File: config.mk
export PLATFORM = sky130hd
export DESIGN_NAME = chan_addr_compact
export DESIGN_NICKNAME = d
export VERILOG_FILES = /design/src/rtl/cacu_pkg.sv /design/src/rtl/cacu_div3_slice.sv /design/src/rtl/cacu_ctrl.sv /design/src/rtl/cacu_datapath.sv /design/src/rtl/chan_addr_compact.sv
export SDC_FILE = /design/constraint.sdc
export NUM_CORES = 1
export LEC_CHECK = 0
export ABC_AREA = 0
export CORE_MARGIN = 2
export CORE_UTILIZATION = 35
export CTS_CLUSTER_SIZE = 25
export DETAILED_ROUTE_END_ITERATION = 7
export PLACE_DENSITY = 0.52
export SYNTH_ARGS = -nofsm -noshare
export SYNTH_HDL_FRONTEND = slang
export SYNTH_SLANG_ARGS = --single-unit
export TNS_END_PERCENT = 20
File: constraint.sdc
create_clock -name clk -period 15 [get_ports clk]
set_input_delay 1.5 -clock clk [delete_from_list [all_inputs] [get_ports clk]]
set_output_delay 1.5 -clock clk [all_outputs]
set_load 0.05 [all_outputs]
File: src/rtl/cacu_pkg.sv
package cacu_pkg;
  // Upper bound on divider stages carried by the strobe struct.
  localparam int MAX_DIV_STAGES = 8;

  typedef struct packed {
    logic                      frontLoad;  // capture new address in front stage
    logic [MAX_DIV_STAGES-1:0] divLoad;    // per-stage advance of the divider
  } cacu_strobe_t;
endpackage

File: src/rtl/cacu_div3_slice.sv
// Combinational slice of a restoring divide-by-3: BPS quotient bits per slice.
module cacu_div3_slice #(
  parameter int BPS = 8
) (
  input  logic [1:0]     remIn,
  input  logic [BPS-1:0] chunk,
  output logic [BPS-1:0] qOut,
  output logic [1:0]     remOut
);
  always_comb begin
    logic [2:0] r;
    r = {1'b0, remIn};
    qOut = '0;
    for (int j = BPS - 1; j >= 0; j--) begin
      r = {r[1:0], chunk[j]};
      if (r >= 3'd3) begin
        qOut[j] = 1'b1;
        r = r - 3'd3;
      end
    end
    remOut = r[1:0];
  end
endmodule

File: src/rtl/cacu_ctrl.sv
// Valid pipeline; turns it into load strobes for the datapath.
module cacu_ctrl import cacu_pkg::*; #(
  parameter int DIV_STAGES = 4
) (
  input  logic         clk,
  input  logic         rstN,
  input  logic         inValid,
  output cacu_strobe_t strobes,
  output logic         outValid
);
  logic [DIV_STAGES:0] validPipe;

  always_ff @(posedge clk or negedge rstN) begin
    if (!rstN) validPipe <= '0;
    else       validPipe <= {validPipe[DIV_STAGES-1:0], inValid};
  end

  always_comb begin
    strobes = '0;
    strobes.frontLoad = inValid;
    strobes.divLoad[DIV_STAGES-1:0] = validPipe[DIV_STAGES-1:0];
  end

  assign outValid = validPipe[DIV_STAGES];
endmodule

File: src/rtl/cacu_datapath.sv
// Offset add, ordered bit removal, then pipelined divide-by-3.
module cacu_datapath import cacu_pkg::*; #(
  parameter int ADDR_W     = 48,
  parameter int OFS_W      = 16,
  parameter int CH_W       = 37,
  parameter int DIV_STAGES = 4
) (
  input  logic                    clk,
  input  cacu_strobe_t            strobes,
  input  logic [ADDR_W-1:0]       inAddr,
  input  logic signed [OFS_W-1:0] inOffset,
  input  logic                    inRemove8,
  input  logic                    inRemove7,
  input  logic                    inRemove6,
  input  logic                    inDiv3,
  output logic [CH_W-1:0]         outAddr
);
  // Three removals can pull bits from up to 3 places above the kept width.
  localparam int INT_W = CH_W + 3;
  localparam int HI_W  = INT_W - 16;
  localparam int Q_W   = CH_W - 6;
  localparam int BPS   = (Q_W + DIV_STAGES - 1) / DIV_STAGES;
  localparam int PAD_W = BPS * DIV_STAGES;

  function automatic logic [INT_W-1:0] dropBit(input logic [INT_W-1:0] v, input int pos);
    logic [INT_W-1:0] r;
    for (int i = 0; i < INT_W; i++) begin
      if (i < pos)            r[i] = v[i];
      else if (i < INT_W - 1) r[i] = v[i+1];
      else                    r[i] = 1'b0;
    end
    return r;
  endfunction

  // ---------------- front stage: offset + removal ----------------
  logic [HI_W-1:0]  hiSum;
  logic [INT_W-1:0] compact;
  logic [2:0]       dropEn;

  assign hiSum  = inAddr[INT_W-1:16] + {{(HI_W-OFS_W){inOffset[OFS_W-1]}}, inOffset};
  assign dropEn = {inRemove8, inRemove7, inRemove6};

  always_comb begin
    compact = {hiSum, inAddr[15:6], 6'b0};
    // Fixed order 8, 7, 6: each shift moves the bit the next step sees.
    for (int k = 0; k < 3; k++)
      if (dropEn[2-k]) compact = dropBit(compact, 8 - k);
  end

  logic [CH_W-1:0] frontVal;
  logic            frontDiv;

  always_ff @(posedge clk) begin
    if (strobes.frontLoad) begin
      frontVal <= compact[CH_W-1:0];
      frontDiv <= inDiv3;
    end
  end

  // ---------------- divider pipeline ----------------
  logic [CH_W-1:0]  stgVal [DIV_STAGES+1];
  logic             stgDiv [DIV_STAGES+1];
  logic [1:0]       stgRem [DIV_STAGES+1];
  logic [PAD_W-1:0] stgQuo [DIV_STAGES+1];

  assign stgVal[0] = frontVal;
  assign stgDiv[0] = frontDiv;
  assign stgRem[0] = 2'd0;
  assign stgQuo[0] = '0;

  for (genvar s = 0; s < DIV_STAGES; s++) begin : g_stage
    logic [PAD_W-1:0] numPad;
    logic [BPS-1:0]   qOut;
    logic [1:0]       remOut;
    logic [PAD_W-1:0] quoNext;
    logic [CH_W-1:0]  sVal;
    logic             sDiv;
    logic [1:0]       sRem;
    logic [PAD_W-1:0] sQuo;

    assign numPad  = PAD_W'(stgVal[s][CH_W-1:6]);
    assign quoNext = stgQuo[s] | (PAD_W'(qOut) << (PAD_W - BPS - s * BPS));

    cacu_div3_slice #(.BPS(BPS)) u_slice (
      .remIn (stgRem[s]),
      .chunk (numPad[PAD_W-1-s*BPS -: BPS]),
      .qOut  (qOut),
      .remOut(remOut)
    );

    always_ff @(posedge clk) begin
      if (strobes.divLoad[s]) begin
        sVal <= stgVal[s];
        sDiv <= stgDiv[s];
        sRem <= remOut;
        sQuo <= quoNext;
      end
    end

    assign stgVal[s+1] = sVal;
    assign stgDiv[s+1] = sDiv;
    assign stgRem[s+1] = sRem;
    assign stgQuo[s+1] = sQuo;
  end

  assign outAddr = stgDiv[DIV_STAGES] ? {stgQuo[DIV_STAGES][Q_W-1:0], 6'b0}
                                      : stgVal[DIV_STAGES];

  logic unusedBits;
  assign unusedBits = ^{inAddr, strobes.divLoad, stgRem[DIV_STAGES], stgQuo[DIV_STAGES]};
endmodule

File: src/rtl/chan_addr_compact.sv
// Top: thin wrapper joining control and datapath.
module chan_addr_compact import cacu_pkg::*; #(
  parameter int ADDR_W     = 48,
  parameter int OFS_W      = 16,
  parameter int CH_W       = 37,
  parameter int DIV_STAGES = 4
) (
  input  logic                    clk,
  input  logic                    rstN,
  input  logic                    inValid,
  input  logic [ADDR_W-1:0]       inAddr,
  input  logic signed [OFS_W-1:0] inOffset,
  input  logic                    inRemove8,
  input  logic                    inRemove7,
  input  logic                    inRemove6,
  input  logic                    inDiv3,
  output logic                    outValid,
  output logic [CH_W-1:0]         outAddr
);
  cacu_strobe_t strobes;

  cacu_ctrl #(.DIV_STAGES(DIV_STAGES)) u_ctrl (
    .clk     (clk),
    .rstN    (rstN),
    .inValid (inValid),
    .strobes (strobes),
    .outValid(outValid)
  );

  cacu_datapath #(
    .ADDR_W(ADDR_W), .OFS_W(OFS_W), .CH_W(CH_W), .DIV_STAGES(DIV_STAGES)
  ) u_dp (
    .clk      (clk),
    .strobes  (strobes),
    .inAddr   (inAddr),
    .inOffset (inOffset),
    .inRemove8(inRemove8),
    .inRemove7(inRemove7),
    .inRemove6(inRemove6),
    .inDiv3   (inDiv3),
    .outAddr  (outAddr)
  );
endmodule

==> results.py, run 1 <==
metrics = {
    "cts": {
        "clock_path_buffers": 3,
        "ctsResizeCount": 0,
        "tritoncts": "done",
        "path_clk_slew_ns": 0.06,
        "htreeDepth": 1,
        "clk_latency_ns": 0.52,
        "numCtsBuffers": 25,
        "post_cts_buffers": 0,
        "hold_buffers": 0,
        "cts_sinks": 243,
        "root_buffer": "clkbuf_16",
    },
    "drt": {
        "viasPerCell": 4.94,
        "num_vias": 7471,
        "wl_per_cell_um": 14.3,
        "ant_nets": 0,
        "drt-initial-drc-count": 323,
        "drt_wl_total_um": 21600,
        "drc_errors": 0,
        "dr.pass1.iters": 4,
    },
    "synthesis": {
        "synthFlopType": "edfxtp_1",
        "seq_area_frac_synth": 0.590,
        "yosys.cell_types.count": 90,
        "yosysTopAreaCell": "edfxtp_1",
        "async_flop_share": 0.0206,
        "yosysTopAreaCellShare": 0.580,
        "syn_inst": 941,
        "ys_top_cells_by_area": "edfxtp_1 58%, ha_1 5.3%, mux2_2 4.6%, mux2i_1 4.5%, a21oi_1 2.2%",
        "synth_area_sq_um": 12300,
        "ys_warn_count": 0,
        "yosys_register_bits": 243,
        "avgSynthCellArea_sq_um": 13.1,
        "synth_edf_count": 238,
    },
    "sta": {
        "min_period_ns": 8.26,
        "fmax_ghz": 0.121,
        "finalHoldViolations": 0,
        "setup_ws_ns": 6.74,
        "rsz0062_at_grt": "false",
        "setup_tns_ns": 0,
        "maxSlewViolCount": 0,
        "holdWs_ns": 0.414,
        "tightest_slew_ns": 1.12,
        "fin_skew_ns": 0.0158,
        "setup_viol": 0,
        "slew_headroom": 0.256,
        "period_share": 0.551,
    },
    "min_path": {
        "min_from": "u_dp.g_stage[1].sQuo[28]$_DFFE_PP_",
        "min_path_type": "reg -> reg",
        "min_path_cells": 0,
        "whs_endpoint": "u_dp.g_stage[2].sQuo[28]$_DFFE_PP_",
    },
    "critical_path": {
        "worst-r2r-setup-slack_ns": 6.74,
        "cp.depth": 31,
        "worst_setup_path_end_kind": "register",
        "crit_fanout": 7,
        "r2r_cells": 31,
        "rr_endpoint": "u_dp.g_stage[1].sRem[1]$_DFFE_PP_",
        "required_ns": 15.26,
        "r2r-start": "u_dp.g_stage[0].sRem[0]$_DFFE_PP_",
        "start_kind": "register",
        "startpoint": "u_dp.g_stage[0].sRem[0]$_DFFE_PP_",
        "worst-path-buf-inv": 0,
        "cpPeakStageDelay_ns": 0.63,
        "crit_family": "simple AND/OR/NAND/NOR gates",
        "crit_type": "reg -> reg",
        "cp_common_cell": "ha_1",
        "critPathSlowestCell": "or4_1",
        "cp_data_arrival_time_ns": 8.52,
    },
    "grt": {
        "antenna_found_initial": 1,
        "grt_pass1_vias": 7226,
        "track_usage": 0.119,
        "grt-ovfl-total": 0,
        "grt_pass1_wl_um": 36000,
        "grt_max_degree": 50,
    },
    "cells_and_area": {
        "final_util": 0.422,
        "layout-drive-gt1-share": 0.125,
        "stdcell_count": 1513,
        "fill_cells": 3182,
        "antenna-diode-count": 0,
        "layout_common_cells": "238 x edfxtp_1, 88 x clkdlybuf4s50_1, 56 x mux2i_1",
        "seqCellArea_sq_um": 7280,
        "mostFrequentLayoutCell": "edfxtp_1",
        "area_delta_synth_final_pct": 18.4,
        "fin_area_sq_um": 14600,
        "multiInputGateArea_sq_um": 4790,
        "fin_nets": 1164,
    },
    "run": {
        "maxCapViolCount": 0,
    },
    "place": {
        "pre_cts_ws_ns": 6.81,
        "place_congestion": 0.783,
        "dp_cells": 1468,
        "dp_hpwl_um": 15200,
        "placed_area_sq_um": 13700,
        "portBuffers": 88,
    },
    "floorplanning": {
        "core.rowCount": 68,
        "die_x_um": 192,
        "die_y_um": 192,
        "io_pins": 109,
        "initial_core_util": 0.356,
        "dieArea_sq_um": 36700,
        "core-area_sq_um": 34600,
    },
    "outcome": {
        "status": "completed",
    },
    "power": {
        "leakage_nw": 5.39,
        "powerDensity_nw_per_um2": 163,
        "ir_drop_v": 0.000103,
        "power_mw": 2.38,
    },
}
-- final cells by class --
class                      count  share of cell area
clock buffer                  25              0.0429
clock inverter                20              0.0179
inverter                      37             0.00951
multi-input combinational    637               0.328
sequential                   243               0.498
tap                          455              0.0390
timing repair buffer          96              0.0644
-- synth_stat cells, types with 4 or more instances --
library cell,n
edfxtp_1,238
mux2i_1,56
a21oi_1,55
ha_1,52
mux2_2,50
nand2_1,50
nor2_1,49
inv_1,36
o21ai_0,35
nor3_1,23
a21o_1,19
nand3_1,17
clkbuf_1,16
nor2b_1,15
xnor2_1,13
a211oi_1,12
o31ai_1,11
or3_1,10
o211ai_1,9
o21bai_1,9
nor3b_1,8
and2_1,7
a211o_1,6
buf_4,6
nor4_1,6
o21a_1,6
o22ai_1,6
or2_2,6
xor2_1,6
and3_1,5
buf_1,5
dfrtp_1,5
nand2b_1,5
a2111oi_0,4
a21boi_0,4
a31oi_1,4
-- worst reg2reg max path, delay by kind of cell, from the launching register on --
| kind | cells | cell delay [ns] |
|---|---|---|
| compound gates | 8 | 1.37 |
| fa+ha+maj | 8 | 2.24 |
| flops | 1 | 0.47 |
| mux | 3 | 0.51 |
| simple gates | 12 | 3.41 |
-- metal layers --
layer,up-vias,share of wire,global-route usage,routed length (um)
li1,3878,-,-,-
met1,3442,0.49,0.165,10600
met2,132,0.45,0.191,9700
met3,19,0.048,0.0221,1030
met4,0,0.012,0.0287,269
met5,-,0,0,0
-- logic make-up after synthesis --
kind of cell             count (synthesis)  share of synthesized area
flip-flops                             243                      0.590
AO/OA/AOI/OAI                          229                      0.130
AND/OR/NAND/NOR                        222                     0.0942
multiplexers                           108                     0.0941
buffers and inverters                   66                     0.0233
adder cells (fa/ha/maj)                 53                     0.0544
XOR/XNOR                                19                     0.0135
other                                    1                   0.000304
-- flip-flops by register name (all words and copies together), names as in the netlist --
register           cells
u_dp.frontVal         31
u_dp.g_stage.sRem      6
u_dp.g_stage.sQuo     72
u_ctrl.validPipe       5
u_dp.g_stage.sVal    124
u_dp.frontDiv          1
u_dp.g_stage.sDiv      4
-- worst max-delay path by stage --
| stage | end |
|---|---|
| 3_3_place_gp | u_dp.g_stage[1].sRem[1]$_DFFE_PP_ |
| 4_1_cts | u_dp.g_stage[1].sRem[1]$_DFFE_PP_ |
| 6_report | u_dp.g_stage[1].sRem[1]$_DFFE_PP_ |
| 3_5_place_dp | u_dp.g_stage[1].sRem[1]$_DFFE_PP_ |
| 5_1_grt | u_dp.g_stage[1].sRem[1]$_DFFE_PP_ |
| 2_1_floorplan | u_dp.g_stage[1].sRem[1]$_DFFE_PP_ |
-- power by group --
part	total (mW)	leakage, nW	switching (mW)	internal [mW]
logic	0.781	2.60	0.430	0.351
registers	0.943	2.35	0.0492	0.893
clock network	0.657	0.439	0.249	0.409
(Power assumes the default switching activity.)
==> run 2: changes to the inputs <==
- PLACE_DENSITY: 0.52 -> 0.54
- clock period: 15 -> 6.7 ns (I/O delays scaled with it)
==> run 2 against run 1 <==
Via count increased by 4.3%; cell count rose by 3.6%; cell area rose by 4.9%; combinational power grew to 3.0 times the previous value; clock skew down 0.0086 ns; total power is 150% higher; worst setup slack got worse by 6.7 ns; die area is the same; sequential power up 120%; wire length grew 4.3%; utilization rose by 2.1 points; flip-flop and latch count unchanged.
==> results.py, run 2 (synthesized netlist as in run 1, its figures left out) <==
metrics = {
    "outcome": {
        "status": "completed",
    },
    "cts": {
        "numCtsBuffers": 26,
        "clock_path_buffers": 3,
        "tritoncts": "done",
        "path_clk_slew_ns": 0.06,
        "htreeDepth": 1,
        "clk_latency_ns": 0.51,
        "cts_sinks": 243,
        "root_buffer": "clkbuf_16",
    },
    "cells_and_area": {
        "area_delta_synth_final_pct": 24.3,
        "regMostFlops": "u_dp.g_stage.sVal",
        "largestRegisters": "u_dp.g_stage.sVal x124, u_dp.g_stage.sQuo x72, u_dp.frontVal x31",
        "mostFrequentLayoutCell": "edfxtp_1",
        "largest_reg_flops": 124,
        "fin_nets": 1219,
        "antenna-diode-count": 0,
        "layout_common_cells": "238 x edfxtp_1, 88 x clkdlybuf4s50_1, 60 x buf_4",
        "layout-drive-gt1-share": 0.203,
        "stdcell_count": 1568,
    },
    "sta": {
        "rsz0062_at_grt": "true",
        "setup_viol": 0,
        "min_period_ns": 6.65,
        "slew_headroom": 0.262,
        "fmax_ghz": 0.150,
        "tightest_slew_ns": 1.11,
        "setup_tns_ns": 0,
        "fin_skew_ns": 0.00720,
        "maxSlewViolCount": 0,
        "period_share": 0.993,
        "finalHoldViolations": 0,
        "setup_ws_ns": 0.0489,
        "holdWs_ns": 0.413,
    },
    "floorplanning": {
        "die_y_um": 192,
        "initial_core_util": 0.356,
        "core-area_sq_um": 34600,
        "die_x_um": 192,
        "core.rowCount": 68,
        "io_pins": 109,
        "dieArea_sq_um": 36700,
    },
    "critical_path": {
        "r2r-start": "u_dp.g_stage[0].sRem[0]$_DFFE_PP_",
        "cp_common_cell": "ha_4",
        "start_kind": "register",
        "cpPeakStageDelay_ns": 0.64,
        "crit_fanout": 5,
        "cp_data_arrival_time_ns": 6.90,
        "startpoint": "u_dp.g_stage[0].sRem[0]$_DFFE_PP_",
        "required_ns": 6.95,
        "worst_setup_path_end_kind": "register",
        "crit_type": "reg -> reg",
        "critPathSlowestCell": "or4_2",
    },
    "place": {
        "dp_cells": 1505,
        "dp_hpwl_um": 15700,
        "pre_cts_ws_ns": -0.114,
        "place_congestion": 0.805,
        "portBuffers": 88,
    },
    "grt": {
        "grt_pass1_wl_um": 37100,
        "antenna_found_initial": 0,
        "grt_max_degree": 54,
        "grt_pass1_vias": 7656,
        "track_usage": 0.122,
        "grt-ovfl-total": 0,
    },
    "drt": {
        "dr.pass1.iters": 4,
        "wl_per_cell_um": 14.4,
        "ant_nets": 0,
        "viasPerCell": 4.97,
        "num_vias": 7795,
        "drc_errors": 0,
        "drt_wl_total_um": 22500,
        "drt-initial-drc-count": 315,
    },
    "power": {
        "ir_drop_v": 0.000197,
        "power_mw": 5.93,
        "leakage_nw": 5.68,
        "powerDensity_nw_per_um2": 387,
    },
    "min_path": {
        "min_path_type": "reg -> reg",
        "min_from": "u_dp.g_stage[2].sQuo[12]$_DFFE_PP_",
    },
    "run": {
        "maxCapViolCount": 0,
    },
}
## run 2: cell type report
class	instances	area (sq um)
inverters	37	139
repair buffers	150	1350
clock buffers	34	702
clock inverters	12	204
multi-input cells	637	5080
flip-flops and latches	243	7280
fillers	3192	19300
well taps	455	569
## run 2: final timing paths
path / end / slack (ns) / cells past startpoint
min in group asynchronous: u_ctrl.validPipe[4]$_DFF_PN0_ / 0.42 / 1
max in group asynchronous: u_ctrl.validPipe[1]$_DFF_PN0_ / 6.00 / 1
min reg2reg: u_dp.g_stage[3].sQuo[12]$_DFFE_PP_ / 0.41 / 0
min: u_dp.g_stage[3].sQuo[12]$_DFFE_PP_ / 0.41 / 0
max reg2reg: u_dp.g_stage[1].sRem[0]$_DFFE_PP_ / 0.05 / 31
max: u_dp.g_stage[1].sRem[0]$_DFFE_PP_ / 0.05 / 31
## run 2: what timing repair did
item	4_1_cts	5_1_grt
buffers inserted	5	12
resized for setup	9	32
cloned	0	0
setup endpoints to repair	6	7
hold buffers	0	0
pin swaps	5	12
## run 2: through the flow
step	area, sq um	util
floorplan	12500	-
global placement	14100	0.407
detailed placement	14100	0.407
CTS	15100	0.436
global route	15300	0.442
finish	15300	0.442
## run 2: layer usage
layer  track usage  vias up  part of all wire
li1              -     3971                 -
met1         0.162     3655              0.47
met2         0.204      134              0.46
met3        0.0247       35             0.047
met4        0.0317        0             0.017
met5             0        -                 0
## run 2: critical path, delay by kind of cell, from the launching register on
kind	cells	cell delay [ns]
AOI/OAI and AO/OA	7	1.12
adders and majority gates	7	1.32
buffers and inverters	2	0.29
DFF	1	0.39
muxes	5	0.67
and+or+nand+nor	10	2.59
## run 2: report_power, final
group	internal (mW)	switching [mW]
Combinational	1.17	1.15
Clock	0.961	0.536
Sequential	2.00	0.104
==> run 3: changes to the inputs <==
- PLACE_DENSITY: 0.54 -> 0.52
- clock period: 6.7 -> 7.7 ns (I/O delays scaled with it)
==> run 3 against run 2 <==
Maximum frequency down 9.5%; die area unchanged; sequential share of layout area is 1.7 points higher; clock skew up 0.011 ns; global-route usage decreased by 0.62 points; sequential power shrank 13%; utilization decreased by 1.5 points; count of clock-buffer cells in the layout fell by 9; hold slack got worse by 0.0031 ns; combinational power shrank 28%.
==> results.py, run 3 (synthesized netlist as in run 1, its figures left out) <==
metrics = {
    "cells_and_area": {
        "fin_nets": 1180,
        "regMostFlops": "u_dp.g_stage.sVal",
        "seqCellArea_sq_um": 7280,
        "fill_cells": 3161,
        "largestRegisters": "u_dp.g_stage.sVal x124, u_dp.g_stage.sQuo x72, u_dp.frontVal x31",
        "fin_area_sq_um": 14800,
        "mostFrequentLayoutCell": "edfxtp_1",
        "antenna-diode-count": 0,
        "multiInputGateArea_sq_um": 4890,
        "stdcell_count": 1528,
        "layout_common_cells": "238 x edfxtp_1, 88 x clkdlybuf4s50_1, 56 x mux2i_1",
        "largest_reg_flops": 124,
        "layout-drive-gt1-share": 0.153,
        "area_delta_synth_final_pct": 20.1,
    },
    "critical_path": {
        "cpPeakStageDelay_ns": 0.55,
        "cp_data_arrival_time_ns": 7.61,
        "crit_fanout": 6,
        "start_kind": "register",
        "critPathSlowestCell": "or4_1",
        "crit_type": "reg -> reg",
        "cp_common_cell": "ha_2",
        "required_ns": 7.95,
        "worst_setup_path_end_kind": "register",
    },
    "outcome": {
        "status": "completed",
    },
    "place": {
        "dp_cells": 1478,
        "place_congestion": 0.782,
        "placed_area_sq_um": 13800,
        "portBuffers": 88,
        "dp_hpwl_um": 15100,
    },
    "grt": {
        "grt_max_degree": 50,
        "grt-ovfl-total": 0,
        "grt_pass1_wl_um": 35200,
        "grtUsageMet2": 0.188,
        "grt_pass1_vias": 7148,
        "grtUsageMet1": 0.161,
        "track_usage": 0.116,
        "busiest_layer": "met2",
        "use_met3": 0.0208,
        "antenna_found_initial": 1,
    },
    "sta": {
        "setup_tns_ns": 0,
        "setup_viol": 0,
        "min_period_ns": 7.35,
        "tightest_slew_ns": 1.11,
        "maxSlewViolCount": 0,
        "fin_skew_ns": 0.0185,
        "finalHoldViolations": 0,
        "slew_headroom": 0.262,
        "fmax_ghz": 0.136,
        "period_share": 0.955,
    },
    "floorplanning": {
        "core.rowCount": 68,
        "io_pins": 109,
        "core-area_sq_um": 34600,
        "die_x_um": 192,
        "initial_core_util": 0.356,
        "dieArea_sq_um": 36700,
        "die_y_um": 192,
    },
    "cts": {
        "clock_path_buffers": 3,
        "numCtsBuffers": 25,
        "cts_sinks": 243,
        "tritoncts": "done",
        "clk_latency_ns": 0.52,
        "hold_buffers": 0,
        "path_clk_slew_ns": 0.06,
        "htreeDepth": 1,
        "root_buffer": "clkbuf_16",
    },
    "power": {
        "power_mw": 4.77,
        "powerDensity_nw_per_um2": 323,
        "ir_drop_v": 0.000159,
        "leakage_nw": 5.45,
    },
    "drt": {
        "ant_nets": 0,
        "drt-initial-drc-count": 350,
        "num_vias": 7579,
        "drt_wl_total_um": 21600,
        "dr.pass1.iters": 4,
        "viasPerCell": 4.96,
        "wl_per_cell_um": 14.1,
        "drc_errors": 0,
    },
    "run": {
        "maxCapViolCount": 0,
    },
    "min_path": {
        "min_path_type": "reg -> reg",
    },
}
[run 3: cell types whose count changed in the layout (fill, tap and decap cells not counted), moves of 4 or more]
cell,change
nor3_1,+4
clkinv_2,+4
nor3_2,-4
nor2_1,+4
buf_4,-36
clkbuf_1,-7
ha_4,-4
[run 3: metrics by stage]
stage | setup WS [ns] | util | hold slack (ns)
5_1_grt | -0.0426 | 0.427 | 0.416
6_report | 0.347 | 0.427 | 0.410
4_1_cts | 0.0491 | 0.423 | 0.412
3_3_place_gp | 0.167 | 0.398 | 0.401
3_5_place_dp | 0.0622 | 0.398 | 0.405
2_1_floorplan | 0.201 | - | 0.400
[run 3: where the power goes]
part           switching [mW]  internal (mW)
clock network           0.478          0.791
registers              0.0918           1.74
logic                   0.886          0.787
[run 3: worst max-delay path, delay by kind of cell, from the launching register on]
family | cells | cell delay [ns]
adder cells (fa/ha/maj) | 8 | 1.78
buffers and inverters | 1 | 0.12
AO/OA/AOI/OAI | 8 | 1.23
multiplexers | 3 | 0.43
AND/OR/NAND/NOR | 12 | 3.10
flip-flops | 1 | 0.40
[run 3: path summary, 6_finish.rpt]
kind | startpoint | end | slack, ns | cells after the start
setup / recovery | u_dp.g_stage[0].sRem[0]$_DFFE_PP_ | u_dp.g_stage[1].sRem[1]$_DFFE_PP_ | 0.35 | 32
hold / removal | u_dp.g_stage[1].sQuo[17]$_DFFE_PP_ | u_dp.g_stage[2].sQuo[17]$_DFFE_PP_ | 0.41 | 0
setup reg to reg | u_dp.g_stage[0].sRem[0]$_DFFE_PP_ | u_dp.g_stage[1].sRem[1]$_DFFE_PP_ | 0.35 | 32
hold reg to reg | u_dp.g_stage[1].sQuo[17]$_DFFE_PP_ | u_dp.g_stage[2].sQuo[17]$_DFFE_PP_ | 0.41 | 0
max in group asynchronous | rstN | u_ctrl.validPipe[1]$_DFF_PN0_ | 6.90 | 1
min in group asynchronous | rstN | u_ctrl.validPipe[2]$_DFF_PN0_ | 0.52 | 1
[run 3: layout make-up]
class | count | share of cell area
flip-flops and latches | 243 | 0.492
multi-input cells | 637 | 0.330
repair buffers | 112 | 0.0717
clock buffers | 25 | 0.0423
well taps | 455 | 0.0385
clock inverters | 19 | 0.0166
inverters | 37 | 0.00938
[run 3: metal layers]
metal	wire [um]	vias up
li1	-	3887
met1	10500	3550
met2	9780	115
met3	991	25
met4	336	2
met5	11	-
[run 3: repair_timing]
| item | CTS | global route |
|---|---|---|
| setup buffers | 0 | 6 |
| resized for setup | 0 | 25 |
| setup endpoints to repair | 0 | 7 |
